<file path="config.mk">
export PLATFORM = sky130hd
export DESIGN_NAME = uart_rx_errflag
export DESIGN_NICKNAME = d
export VERILOG_FILES = /design/src/rtl/uart_rx_pkg.sv /design/src/rtl/rx_line_sync.sv /design/src/rtl/rx_frame_fsm.sv /design/src/rtl/rx_char_fifo.sv /design/src/rtl/uart_rx_errflag.sv
export SDC_FILE = /design/constraint.sdc
export NUM_CORES = 1
export LEC_CHECK = 0
export ABC_CLOCK_PERIOD_IN_PS = 1750
export BUFFER_PORTS_ARGS = -buffer_cell sky130_fd_sc_hd__buf_2
export CORE_AREA = 3 3 76 114
export DETAILED_ROUTE_END_ITERATION = 6
export DIE_AREA = 0 0 79 117
export PLACE_DENSITY = 0.59
export SETUP_SLACK_MARGIN = 0.3
export SLEW_MARGIN = 20
export SYNTH_ARGS = -nofsm -noshare
export SYNTH_HDL_FRONTEND = slang
export SYNTH_SLANG_ARGS = --single-unit
</file>
<file path="constraint.sdc">
create_clock -name clk -period 1.75 [get_ports clk]
set_input_delay 0.35 -clock clk [delete_from_list [all_inputs] [get_ports clk]]
set_output_delay 0.35 -clock clk [all_outputs]
set_load 0.005 [all_outputs]
</file>
<file path="src/rtl/uart_rx_pkg.sv">
package uart_rx_pkg;

    localparam int RX_DATA_W = 8;

    typedef enum logic [2:0] {
        RX_IDLE,
        RX_START_CHK,
        RX_DATA,
        RX_PARITY,
        RX_STOP,
        RX_HOLD,
        RX_WAIT_HIGH
    } rx_state_e;

    typedef struct packed {
        logic [RX_DATA_W-1:0] data;
        logic                 ferr;
        logic                 perr;
        logic                 ovr;
    } rx_entry_t;

endpackage

</file>
<file path="src/rtl/rx_line_sync.sv">
module rx_line_sync #(
    parameter int STAGES = 2
) (
    input  logic clk,
    input  logic rst_n,
    input  logic line_in,
    input  logic tick,
    output logic line_s,
    output logic fall
);

    logic [STAGES-1:0] chain_q;
    logic              prev_q;

    genvar g;
    generate
        for (g = 0; g < STAGES; g++) begin : g_stage
            if (g == 0) begin : g_first
                always_ff @(posedge clk or negedge rst_n) begin
                    if (!rst_n) chain_q[0] <= 1'b1;
                    else        chain_q[0] <= line_in;
                end
            end else begin : g_next
                always_ff @(posedge clk or negedge rst_n) begin
                    if (!rst_n) chain_q[g] <= 1'b1;
                    else        chain_q[g] <= chain_q[g-1];
                end
            end
        end
    endgenerate

    assign line_s = chain_q[STAGES-1];

    // previous line level, advanced only on sample ticks
    always_ff @(posedge clk or negedge rst_n) begin
        if (!rst_n)    prev_q <= 1'b1;
        else if (tick) prev_q <= line_s;
    end

    assign fall = tick && prev_q && !line_s;

endmodule

</file>
<file path="src/rtl/rx_frame_fsm.sv">
module rx_frame_fsm
    import uart_rx_pkg::*;
#(
    parameter int OS_RATE = 16
) (
    input  logic      clk,
    input  logic      rst_n,
    input  logic      tick,
    input  logic      line_s,
    input  logic      fall,
    input  logic      par_en,
    input  logic      par_odd,
    input  logic      can_push,
    output logic      push,
    output rx_entry_t push_entry,
    output logic      ovr_pending
);

    localparam int CNT_W = $clog2(OS_RATE);
    localparam int BIT_W = $clog2(RX_DATA_W);
    localparam logic [CNT_W-1:0] MID_CNT  = CNT_W'(OS_RATE / 2 - 1);
    localparam logic [CNT_W-1:0] LAST_CNT = CNT_W'(OS_RATE - 1);
    localparam logic [BIT_W-1:0] LAST_BIT = BIT_W'(RX_DATA_W - 1);

    rx_state_e            state_q, state_n;
    logic [CNT_W-1:0]     cnt_q;
    logic [BIT_W-1:0]     bidx_q;
    logic [RX_DATA_W-1:0] shreg_q;
    logic                 par_on_q, par_odd_q;
    logic                 perr_q, ferr_q, ovr_q;

    logic at_mid, at_end;
    assign at_mid = tick && (cnt_q == MID_CNT);
    assign at_end = tick && (cnt_q == LAST_CNT);

    // next-state logic
    always_comb begin
        state_n = state_q;
        unique case (state_q)
            RX_IDLE: begin
                if (fall) state_n = RX_START_CHK;
            end
            RX_START_CHK: begin
                if (at_mid) state_n = line_s ? RX_IDLE : RX_DATA;
            end
            RX_DATA: begin
                if (at_end && bidx_q == LAST_BIT)
                    state_n = par_on_q ? RX_PARITY : RX_STOP;
            end
            RX_PARITY: begin
                if (at_end) state_n = RX_STOP;
            end
            RX_STOP: begin
                if (at_end) begin
                    if (!can_push)    state_n = RX_HOLD;
                    else if (!line_s) state_n = RX_WAIT_HIGH;
                    else              state_n = RX_IDLE;
                end
            end
            RX_HOLD: begin
                if (can_push) begin
                    if (fall)        state_n = RX_START_CHK;
                    else if (ferr_q) state_n = RX_WAIT_HIGH;
                    else             state_n = RX_IDLE;
                end else if (fall) begin
                    state_n = RX_START_CHK;
                end
            end
            RX_WAIT_HIGH: begin
                if (tick && line_s) state_n = RX_IDLE;
            end
            default: state_n = RX_IDLE;
        endcase
    end

    // state register and datapath
    always_ff @(posedge clk or negedge rst_n) begin
        if (!rst_n) begin
            state_q   <= RX_IDLE;
            cnt_q     <= '0;
            bidx_q    <= '0;
            shreg_q   <= '0;
            par_on_q  <= 1'b0;
            par_odd_q <= 1'b0;
            perr_q    <= 1'b0;
            ferr_q    <= 1'b0;
            ovr_q     <= 1'b0;
        end else begin
            state_q <= state_n;
            if (push) ovr_q <= 1'b0;
            unique case (state_q)
                RX_IDLE: begin
                    if (fall) cnt_q <= '0;
                end
                RX_START_CHK: begin
                    if (tick) cnt_q <= cnt_q + 1'b1;
                    if (at_mid && !line_s) begin
                        cnt_q     <= '0;
                        bidx_q    <= '0;
                        perr_q    <= 1'b0;
                        par_on_q  <= par_en;
                        par_odd_q <= par_odd;
                    end
                end
                RX_DATA: begin
                    if (tick) cnt_q <= at_end ? '0 : cnt_q + 1'b1;
                    if (at_end) begin
                        shreg_q <= {line_s, shreg_q[RX_DATA_W-1:1]};
                        bidx_q  <= bidx_q + 1'b1;
                    end
                end
                RX_PARITY: begin
                    if (tick) cnt_q <= at_end ? '0 : cnt_q + 1'b1;
                    if (at_end) perr_q <= (^shreg_q) ^ line_s ^ par_odd_q;
                end
                RX_STOP: begin
                    if (tick) cnt_q <= at_end ? '0 : cnt_q + 1'b1;
                    if (at_end) ferr_q <= !line_s;
                end
                RX_HOLD: begin
                    if (fall) cnt_q <= '0;
                    if (fall && !can_push) ovr_q <= 1'b1;
                end
                RX_WAIT_HIGH: begin
                    cnt_q <= '0;
                end
                default: cnt_q <= '0;
            endcase
        end
    end

    // outputs
    always_comb begin
        push            = 1'b0;
        push_entry.data = shreg_q;
        push_entry.ferr = ferr_q;
        push_entry.perr = perr_q;
        push_entry.ovr  = ovr_q;
        if (state_q == RX_STOP) begin
            push            = at_end && can_push;
            push_entry.ferr = !line_s;
        end else if (state_q == RX_HOLD) begin
            push = can_push;
        end
    end

    assign ovr_pending = ovr_q;

endmodule

</file>
<file path="src/rtl/rx_char_fifo.sv">
module rx_char_fifo
    import uart_rx_pkg::*;
#(
    parameter int DEPTH = 2
) (
    input  logic                           clk,
    input  logic                           rst_n,
    input  logic                           push,
    input  rx_entry_t                      push_entry,
    input  logic                           pop,
    output rx_entry_t                      head,
    output logic                           not_empty,
    output logic                           can_push,
    output logic [$clog2(DEPTH+1)-1:0]     occ
);

    localparam int PTR_W = (DEPTH > 1) ? $clog2(DEPTH) : 1;
    localparam int CNT_W = $clog2(DEPTH + 1);
    localparam logic [PTR_W-1:0] LAST_PTR = PTR_W'(DEPTH - 1);
    localparam logic [CNT_W-1:0] FULL_CNT = CNT_W'(DEPTH);

    rx_entry_t        slot_q [DEPTH];
    logic [PTR_W-1:0] wr_q, rd_q;
    logic [CNT_W-1:0] occ_q;
    logic             do_pop;

    assign do_pop    = pop && (occ_q != '0);
    assign can_push  = (occ_q != FULL_CNT) || do_pop;
    assign not_empty = (occ_q != '0);
    assign head      = slot_q[rd_q];
    assign occ       = occ_q;

    genvar g;
    generate
        for (g = 0; g < DEPTH; g++) begin : g_slot
            always_ff @(posedge clk or negedge rst_n) begin
                if (!rst_n)
                    slot_q[g] <= '0;
                else if (push && wr_q == PTR_W'(g))
                    slot_q[g] <= push_entry;
            end
        end
    endgenerate

    always_ff @(posedge clk or negedge rst_n) begin
        if (!rst_n) begin
            wr_q  <= '0;
            rd_q  <= '0;
            occ_q <= '0;
        end else begin
            if (push)   wr_q <= (wr_q == LAST_PTR) ? '0 : wr_q + 1'b1;
            if (do_pop) rd_q <= (rd_q == LAST_PTR) ? '0 : rd_q + 1'b1;
            if (push && !do_pop)      occ_q <= occ_q + 1'b1;
            else if (!push && do_pop) occ_q <= occ_q - 1'b1;
        end
    end

endmodule

</file>
<file path="src/rtl/uart_rx_errflag.sv">
module uart_rx_errflag
    import uart_rx_pkg::*;
#(
    parameter int OS_RATE     = 16,
    parameter int FIFO_DEPTH  = 2,
    parameter int SYNC_STAGES = 2
) (
    input  logic                 clk,
    input  logic                 rst_n,
    input  logic                 rx_line,
    input  logic                 os_tick,
    input  logic                 par_en,
    input  logic                 par_odd,
    input  logic                 rd_pop,
    output logic [RX_DATA_W-1:0] rx_data,
    output logic                 rx_valid,
    output logic                 st_frame_err,
    output logic                 st_par_err,
    output logic                 st_overrun
);

    localparam int OCC_W = $clog2(FIFO_DEPTH + 1);

    logic             line_s, line_fall;
    logic             rx_push, fifo_room, ovr_pending;
    rx_entry_t        new_entry, head_entry;
    logic [OCC_W-1:0] fifo_occ;

    rx_line_sync #(.STAGES(SYNC_STAGES)) u_sync (
        .clk     (clk),
        .rst_n   (rst_n),
        .line_in (rx_line),
        .tick    (os_tick),
        .line_s  (line_s),
        .fall    (line_fall)
    );

    rx_frame_fsm #(.OS_RATE(OS_RATE)) u_fsm (
        .clk         (clk),
        .rst_n       (rst_n),
        .tick        (os_tick),
        .line_s      (line_s),
        .fall        (line_fall),
        .par_en      (par_en),
        .par_odd     (par_odd),
        .can_push    (fifo_room),
        .push        (rx_push),
        .push_entry  (new_entry),
        .ovr_pending (ovr_pending)
    );

    rx_char_fifo #(.DEPTH(FIFO_DEPTH)) u_fifo (
        .clk        (clk),
        .rst_n      (rst_n),
        .push       (rx_push),
        .push_entry (new_entry),
        .pop        (rd_pop),
        .head       (head_entry),
        .not_empty  (rx_valid),
        .can_push   (fifo_room),
        .occ        (fifo_occ)
    );

    assign rx_data      = rx_valid ? head_entry.data : '0;
    assign st_frame_err = rx_valid && head_entry.ferr;
    assign st_par_err   = rx_valid && head_entry.perr;
    assign st_overrun   = rx_valid && head_entry.ovr;

endmodule

</file>
==> PnR_summary.wiki, run 1 <==
{| class="wikitable"
! Metric !! Value
|-
| Max-slew violation count || 0
|-
| Arrival time worst endpoint || between 1.5 and 2 ns
|-
| Antenna Violating Nets Remaining || 0
|-
| Max-slew headroom || 0.722
|-
| Netlist Area Pre-Place || 2680 um2
|-
| Cell with the largest stage delay on the worst path || sky130_fd_sc_hd__dfrtp_2
|-
| Share of the yosys chip area belonging to registers || 0.488
|-
| Final worst path period share || 0.968
|-
| Kind of critical path || reg -> reg
|-
| Worst-case vdd ir drop || about 0.75 mV
|-
| Grt met3 use || 0.0245
|-
| Final RePlAce weighted congestion || a little under 0.9
|-
| Fmax achieved || between 0.5 and 0.6 GHz
|-
| Count of buffers inserted at the top-level ports || 18
|-
| Area growth, synth to finish || 44.3%
|-
| Fraction of final layout cells with drive strength greater than 1 || 0.540
|-
| Sum of net half-perimeters after detailed placement || 4200 um
|-
| Main synth FF type || sky130_fd_sc_hd__dfrtp_1
|-
| Count of endpoints failing setup in the final report || 0
|-
| Total congestion overflow || 0
|-
| Clock latency on the worst-skew pair || a little under 0.3 ns
|-
| Yosys cell types || between 50 and 60
|-
| Leading cell type by number of instances after synthesis || sky130_fd_sc_hd__dfrtp_1
|-
| FF-to-FF End || u_fsm.state_q[2]
|-
| Synth Instances || between 200 and 300
|-
| Share of the synthesized area in the top cell type || 0.458
|-
| # DRC || 0
|-
| Clock transition at the registers of the reported paths || 0.07 ns
|-
| Placement row count || 39
|-
| Met2 Use GR || 0.268
|-
| Synth cell count leaders || sky130_fd_sc_hd__dfrtp_1, sky130_fd_sc_hd__nand2_1, sky130_fd_sc_hd__nor2_1, sky130_fd_sc_hd__mux2_2
|-
| Vias in the first global route || 2261
|-
| Required time of the critical path || about 1.9 ns
|-
| Deepest level of the CTS H-tree || 2
|-
| Post-route minimum period || roughly 1.7 ns
|-
| Worst Setup Slack post-DPL || -0.00524 ns
|-
| Type of element capturing the critical path || register
|-
| Core Footprint || between 7000 and 8000 um2
|-
| Number of diodes added for antenna fixing || 0
|-
| Startpoint type of the worst setup path || register
|-
| Placed Cells || a little under 400
|-
| Global-route met1 utilization || 0.164
|-
| Warnings from Yosys || 0
|-
| Reg2reg path depth || 6
|-
| Unrepaired setup endpoints after global routing || true
|-
| Per-instance average area after synthesis || 10.5 um2
|-
| Fill cell total of the finished layout || slightly above 700
|-
| Worst hold slack across all endpoints || 0.0403 ns
|-
| CTS buffer count || 5
|-
| Number of synthesized flops with an enable pin || 0
|-
| Number of buffers on the longest clock path || 2
|-
| Global-route wire length before repair || ~11000 um
|-
| Number of vias per cell || about 5.1
|-
| Worst setup margin || around 0.056 ns
|-
| Async set-reset flop share out of synthesis || 1.00
|-
| Clock tree from TritonCTS || yes
|-
| Main area contributors after synthesis || sky130_fd_sc_hd__dfrtp_1, sky130_fd_sc_hd__nand2_1, sky130_fd_sc_hd__mux2_2
|-
| # IOs || 19
|-
| Worst setup slack for register-to-register paths || about 0.056 ns
|-
| Final cell count without fillers || 426
|-
| Total power density per cell area || ~1100 nW/um2
|-
| NumNets Final || roughly 330
|-
| Worst-path maximum fanout || 7
|-
| Die height || roughly 120 um
|-
| Number of search-and-repair iterations in the first detailed-routing pass || 4
|-
| Final hold violation count || 0
|-
| Highest cell delay on the worst timing path || ~0.46 ns
|-
| Count of max-cap constraint violations || 0
|-
| Initial cell density of the core || 0.347
|-
| Routed length per placed instance || around 15 um
|-
| Horiz. Die Dim || slightly below 80 um
|-
| Antenna violations before repair || 0
|-
| Post-synthesis sequential element count || between 50 and 60
|-
| Worst min-delay path class || in -> async
|-
| Most used routing layer || met2
|-
| Syn_nets || ~270
|-
| Die Area || approximately 9200 um2
|-
| Worst clock skew on the final layout || around 0.0044 ns
|-
| Total vias in the final route || 2174
|-
| # clock sinks || 52
|-
| GRT Total Usage || 0.148
|-
| Clock tree root buffer cell || sky130_fd_sc_hd__clkbuf_16
|-
| Pin slew with the least headroom to its limit || between 0.4 and 0.5 ns
|-
| Worst reg2reg path startpoint || u_fsm.state_q[2]
|-
| Leakage dissipation || between 1.5 and 2 nW
|-
| Outcome || complete, no violations
|-
| Cell type with the highest aggregate area in the netlist || sky130_fd_sc_hd__dfrtp_1
|-
| Iteration-0 DRC count of the detailed router || 64
|-
| Crit-path cells || or3b_4 -> buf_6 -> nor2_1 -> or3_1 -> o21ai_1 -> a22oi_1
|-
| Pin count of the biggest net entering global routing || 31
|-
| Final Routed Wirelength || 6410 um
|}
-- what timing repair did --
item	4_1_cts	5_1_grt
setup endpoints to repair	57	59
cloned	2	0
hold buffers	0	0
pin swaps	23	15
buffers inserted	22	4
gates resized for setup	44	54
-- flip-flops by register name (all words and copies together) (netlist names), 2 cells and up --
name,cells
u_fifo.occ,2
u_fifo.slot_q,22
u_fsm.bidx_q,3
u_fsm.cnt_q,4
u_fsm.shreg_q,8
u_fsm.state_q,3
-- worst max-delay path, delay by kind of cell (launching register included) --
| kind | cells | cell delay [ns] |
|---|---|---|
| compound gates | 2 | 0.27 |
| flops | 1 | 0.46 |
| simple gates | 3 | 0.71 |
| buf+inv | 1 | 0.11 |
-- report_power, final --
| group | internal (mW) | switching, mW | leakage, nW |
|---|---|---|---|
| sequential | 1.35 | 0.175 | 0.683 |
| combinational | 0.808 | 0.740 | 1.07 |
| clock | 0.543 | 0.462 | 0.0719 |
-- layer usage --
metal	routed length, um	part of all wire
met5	0	0
met4	184	0.029
met3	133	0.021
met2	3490	0.54
met1	2600	0.41
-- how the worst max path moves through the flow --
| stage | end | startpoint | cells after the start |
|---|---|---|---|
| finish | u_fsm.state_q[2] | u_fsm.state_q[2] | 6 |
| CTS | u_fifo.slot_q[3] | u_fsm.cnt_q[0] | 5 |
| global placement | u_fsm.state_q[2] | u_sync.line_s | 5 |
| global route | u_fifo.occ[1] | u_fsm.cnt_q[1] | 7 |
| detailed placement | u_fifo.slot_q[3] | u_fsm.state_q[2] | 5 |
| floorplan | u_fsm.cnt_q[3] | u_fsm.state_q[0] | 6 |
-- per-stage QoR --
stage / TNS, ns / total power, mW / cell area [um2] / util
floorplan: 0 / 2.24 / 2800 / -
global route: -0.0207 / 4.31 / 3860 / 0.501
detailed placement: -0.00582 / 2.63 / 3150 / 0.408
CTS: 0 / 3.95 / 3630 / 0.471
global placement: 0 / 2.59 / 3150 / 0.408
finish: 0 / 4.08 / 3860 / 0.501
-- placed cells by master, fill, tap and decap left out, types with 3 or more instances in the layout --
master,n
sky130_fd_sc_hd__xnor2_1,6
sky130_fd_sc_hd__buf_4,38
sky130_fd_sc_hd__mux2_4,20
sky130_fd_sc_hd__o21ai_1,4
sky130_fd_sc_hd__dfrtp_2,6
sky130_fd_sc_hd__xor2_1,4
sky130_fd_sc_hd__o21ai_2,3
sky130_fd_sc_hd__nand2_1,25
sky130_fd_sc_hd__mux2i_1,9
sky130_fd_sc_hd__clkbuf_16,5
sky130_fd_sc_hd__dfstp_2,3
sky130_fd_sc_hd__nand3_1,5
sky130_fd_sc_hd__buf_6,16
sky130_fd_sc_hd__a21oi_1,7
sky130_fd_sc_hd__nand2_2,12
sky130_fd_sc_hd__a21oi_2,3
sky130_fd_sc_hd__o21ai_0,6
sky130_fd_sc_hd__mux2_2,3
sky130_fd_sc_hd__xnor2_2,3
sky130_fd_sc_hd__nor2_2,3
sky130_fd_sc_hd__dfrtp_1,43
sky130_fd_sc_hd__buf_2,18
sky130_fd_sc_hd__nor2_1,15
-- cell families (layout without fill, tap and decap cells) --
family | Yosys count | count (layout) | synth area share
buffers and inverters | 16 | 85 | 0.0313
muxes | 34 | 34 | 0.138
and+or+nand+nor | 90 | 90 | 0.166
DFF | 52 | 52 | 0.488
xor gates and xnor gates | 15 | 15 | 0.0542
AOI/OAI and AO/OA | 44 | 44 | 0.104
adders and majority gates | 4 | 4 | 0.0187
-- area by class of cell --
| type | count | area [um2] | area share |
|---|---|---|---|
| Sequential cell | 52 | 1310 | 0.340 |
| Clock inverter | 3 | 27.5 | 0.00713 |
| Clock buffer | 5 | 125 | 0.0324 |
| Timing Repair Buffer | 74 | 596 | 0.154 |
| Inverter | 3 | 11.3 | 0.00292 |
| Multi-Input combinational cell | 187 | 1660 | 0.431 |
| Tap cell | 102 | 128 | 0.0330 |
Note: power is estimated with default switching activity, not from simulation.
==> run 2: changes to the inputs <==
--- a/config.mk
+++ b/config.mk
@@ -5,12 +5,12 @@
 export SDC_FILE = /design/constraint.sdc
 export NUM_CORES = 1
 export LEC_CHECK = 0
-export ABC_CLOCK_PERIOD_IN_PS = 1750
+export ABC_CLOCK_PERIOD_IN_PS = 1910
 export BUFFER_PORTS_ARGS = -buffer_cell sky130_fd_sc_hd__buf_2
 export CORE_AREA = 3 3 76 114
 export DETAILED_ROUTE_END_ITERATION = 6
 export DIE_AREA = 0 0 79 117
-export PLACE_DENSITY = 0.59
+export PLACE_DENSITY = 0.57
 export SETUP_SLACK_MARGIN = 0.3
 export SLEW_MARGIN = 20
 export SYNTH_ARGS = -nofsm -noshare
==> constraint.sdc (replaced) <==
create_clock -name clk -period 1.91 [get_ports clk]
set_input_delay 0.382 -clock clk [delete_from_list [all_inputs] [get_ports clk]]
set_output_delay 0.382 -clock clk [all_outputs]
set_load 0.005 [all_outputs]
==> run 2 against run 1 <==
  * The flow now finishes with violations (negative hold slack)
  * Sequential power decreased by 8%
  * Die area is the same
  * Via count shrank 6.0%
  * Combinational power shrank 18%
  * Clock power decreased by 8%
  * Maximum frequency is 1.8% lower
  * Critical path depth did not move
  * Sequential share of layout area grew 3.2 points
  * Total power down 12%
  * Register-to-register slack improved by 0.13 ns
  * Largest power group is now registers
  * Highest routed layer unchanged
==> PnR_summary.wiki, run 2 (synthesis results as in run 1) <==
{| class="wikitable"
! Metric !! Value
|-
| Final hold violation count || 10 (was 0)
|-
| Post-route minimum period || 1.72 ns (was 1.69 ns)
|-
| Leakage dissipation || 1.67 nW (was 1.82 nW)
|-
| Placement row count || 39 (unchanged)
|-
| Clock tree root buffer cell || sky130_fd_sc_hd__clkbuf_16 (unchanged)
|-
| Fmax achieved || 0.580 GHz (was 0.590 GHz)
|-
| Multi-input gate area in the final layout || 1460 um2 (was 1660 um2)
|-
| Antenna violations before repair || 0 (unchanged)
|-
| Count of buffers inserted at the top-level ports || 18 (unchanged)
|-
| Kind of critical path || reg -> reg (unchanged)
|-
| Die height || 117 um (unchanged)
|-
| FF/Latch Area || 1310 um2 (about the same)
|-
| Worst clock skew on the final layout || 0.00584 ns (was 0.00443 ns)
|-
| Pin count of the biggest net entering global routing || 24 (was 31)
|-
| Total congestion overflow || 0 (unchanged)
|-
| FF-to-FF End || u_fifo.slot_q[12] (was u_fsm.state_q[2])
|-
| Registers with the most flip-flops || u_fifo.slot_q (22), u_fsm.shreg_q (8), u_fsm.cnt_q (4) (unchanged)
|-
| P_int || 2.42 mW (was 2.70 mW)
|-
| Number of diodes added for antenna fixing || 0 (unchanged)
|-
| # DRC || 0 (unchanged)
|-
| Switching Power || 1.18 mW (was 1.38 mW)
|-
| Max-slew headroom || 0.762 (was 0.722)
|-
| Combinational share of power || 0.354 (was 0.379)
|-
| Violations in the final reports || negative hold slack
|-
| Hold buffer count at CTS || 0 (unchanged)
|-
| # IOs || 19 (unchanged)
|-
| Fraction of final layout cells with drive strength greater than 1 || 0.386 (was 0.540)
|-
| Total vias in the final route || 2043 (was 2174)
|-
| Fraction of power consumed by the clock network || 0.256 (was 0.246)
|-
| Startpoint type of the worst setup path || register (unchanged)
|-
| Vias in the first global route || 2116 (was 2261)
|-
| Unrepaired setup endpoints after global routing || true (unchanged)
|-
| Net switching fraction of the power || 0.328 (was 0.337)
|-
| Final cell area excluding filler cells || 3530 um2 (was 3860 um2)
|-
| Sequential fraction of design power || 0.390 (was 0.375)
|-
| Largest register FFs || 22 (unchanged)
|-
| Core Footprint || 7710 um2 (unchanged)
|-
| Required time of the critical path || 2.09 ns (was 1.92 ns)
|-
| Horiz. Die Dim || 79 um (unchanged)
|-
| NumNets Final || 321 (was 334)
|-
| Final RePlAce weighted congestion || 0.860 (was 0.882)
|-
| Pin slew with the least headroom to its limit || 0.357 ns (was 0.417 ns)
|-
| Reg2reg path depth || 6 (unchanged)
|-
| DP Area || 3060 um2 (was 3150 um2)
|-
| Arrival time worst endpoint || 1.90 ns (was 1.86 ns)
|-
| Clock transition at the registers of the reported paths || 0.07 ns (about the same)
|-
| Sum of net half-perimeters after detailed placement || 4110 um (was 4200 um)
|-
| Number of vias per cell || 4.95 (was 5.10)
|-
| Final worst path period share || 0.903 (was 0.968)
|-
| Area growth, synth to finish || 32.0% (was 44.3%)
|-
| # clock sinks || 52 (unchanged)
|-
| Total power density per cell area || 1020 nW/um2 (was 1060 nW/um2)
|-
| Worst setup slack for register-to-register paths || 0.19 ns (was 0.06 ns)
|-
| Outcome || complete, but fails checks (was complete, no violations)
|-
| Iteration-0 DRC count of the detailed router || 94 (was 64)
|-
| CTS buffer count || 5 (unchanged)
|-
| Number of buffers on the longest clock path || 2 (unchanged)
|-
| Worst-case vdd ir drop || 0.684 mV (was 0.752 mV)
|-
| Final total negative setup slack || 0 ns (unchanged)
|-
| Worst min-delay path class || in -> async (unchanged)
|-
| Register ranked first by flip-flop count || u_fifo.slot_q (unchanged)
|-
| Die Area || 9240 um2 (unchanged)
|-
| Worst reg2reg path startpoint || u_fsm.cnt_q[1] (was u_fsm.state_q[2])
|-
| Clock tree from TritonCTS || yes (unchanged)
|-
| Initial cell density of the core || 0.347 (unchanged)
|-
| Fill cell total of the finished layout || 760 (was 716)
|-
| Worst hold slack across all endpoints || -0.0107 ns (was 0.0403 ns)
|-
| Antenna Violating Nets Remaining || 0 (unchanged)
|-
| Worst-path maximum fanout || 11 (was 7)
|-
| Clock latency on the worst-skew pair || 0.29 ns (about the same)
|-
| Max-slew violation count || 0 (unchanged)
|-
| Global-route wire length before repair || 9980 um (was 10700 um)
|-
| Count of endpoints failing setup in the final report || 0 (unchanged)
|-
| GRT Total Usage || 0.139 (was 0.148)
|-
| Number of search-and-repair iterations in the first detailed-routing pass || 4 (unchanged)
|-
| Commonest cells after routing, fill and taps aside || sky130_fd_sc_hd__dfrtp_1, sky130_fd_sc_hd__nand2_1, sky130_fd_sc_hd__buf_4 (was sky130_fd_sc_hd__dfrtp_1, sky130_fd_sc_hd__buf_4, sky130_fd_sc_hd__nand2_1)
|-
| Final Routed Wirelength || 5960 um (was 6410 um)
|-
| Routed length per placed instance || 14.4 um (was 15.0 um)
|-
| Type of element capturing the critical path || register (unchanged)
|-
| Count of max-cap constraint violations || 0 (unchanged)
|-
| Most common cell after layout, fill and taps aside || sky130_fd_sc_hd__dfrtp_1 (unchanged)
|-
| Deepest level of the CTS H-tree || 2 (unchanged)
|}
-- run 2: changes by cell type in the layout (fill, tap and decap cells not counted), sizes merged --
cell,delta
buf,-13
-- run 2: layer usage --
layer  GRT usage  part of all wire  vias to the layer above
li1            -                 -                     1010
met1       0.152              0.40                      994
met2       0.259              0.54                       28
met3      0.0291             0.028                       11
met4      0.0573             0.028                        0
met5           0                 0                        -
-- run 2: through the flow --
| step | hold WS, ns | cells | util | setup WS (ns) | power, mW |
|---|---|---|---|---|---|
| after floorplan | 0.0864 | 255 | - | 0.230 | 2.04 |
| after global placement | 0.320 | 382 | 0.397 | 0.132 | 2.31 |
| after CTS | 0.00333 | 403 | 0.439 | 0.206 | 3.50 |
| after detailed placement | 0.319 | 382 | 0.397 | 0.142 | 2.32 |
| final | -0.0107 | 413 | 0.458 | 0.185 | 3.59 |
| after global routing | 0.00739 | 413 | 0.458 | 0.140 | 3.80 |
-- run 2: worst max path at each step --
stage,cells after the start,end,from
final,6,u_fifo.slot_q[12],u_fsm.cnt_q[1]
after detailed placement,6,u_fsm.state_q[2],rd_pop
after floorplan,6,u_fsm.cnt_q[3],u_fsm.state_q[0]
after global routing,6,u_fifo.slot_q[11],u_fsm.cnt_q[1]
after CTS,4,st_par_err,u_fifo.rd_q
after global placement,6,u_fsm.state_q[2],rd_pop
-- run 2: power by group through the flow --
stage	Sequential, mW	Clock, mW	Combinational, mW
detailed placement	1.40	0	0.928
CTS	1.39	0.956	1.16
floorplan	1.37	0	0.664
global placement	1.39	0	0.915
finish	1.40	0.921	1.27
global route	1.41	0.989	1.40
-- run 2: worst max-delay path, cell delays in order, from the launching register on --
cell and delay, ns:
sky130_fd_sc_hd__dfrtp_1 0.40, sky130_fd_sc_hd__ha_4 0.20, sky130_fd_sc_hd__a41oi_4 0.15, sky130_fd_sc_hd__buf_4 0.18
sky130_fd_sc_hd__nor4_4 0.18, sky130_fd_sc_hd__buf_12 0.18, sky130_fd_sc_hd__mux2_2 0.33
-- run 2: final cells by class --
type,count,share of cell area
inverters,3,0.00319
flip-flops and latches,52,0.372
clock inverters,3,0.00779
clock buffers,5,0.0354
multi-input cells,187,0.412
well taps,102,0.0361
repair buffers,61,0.134
-- run 2: what timing repair did --
action,CTS,global route
endpoints found under the hold margin,0,0
gates resized for setup,17,20
endpoints found under the setup margin,48,52
pin swaps,6,10
gates cloned,1,1
setup buffers,12,9
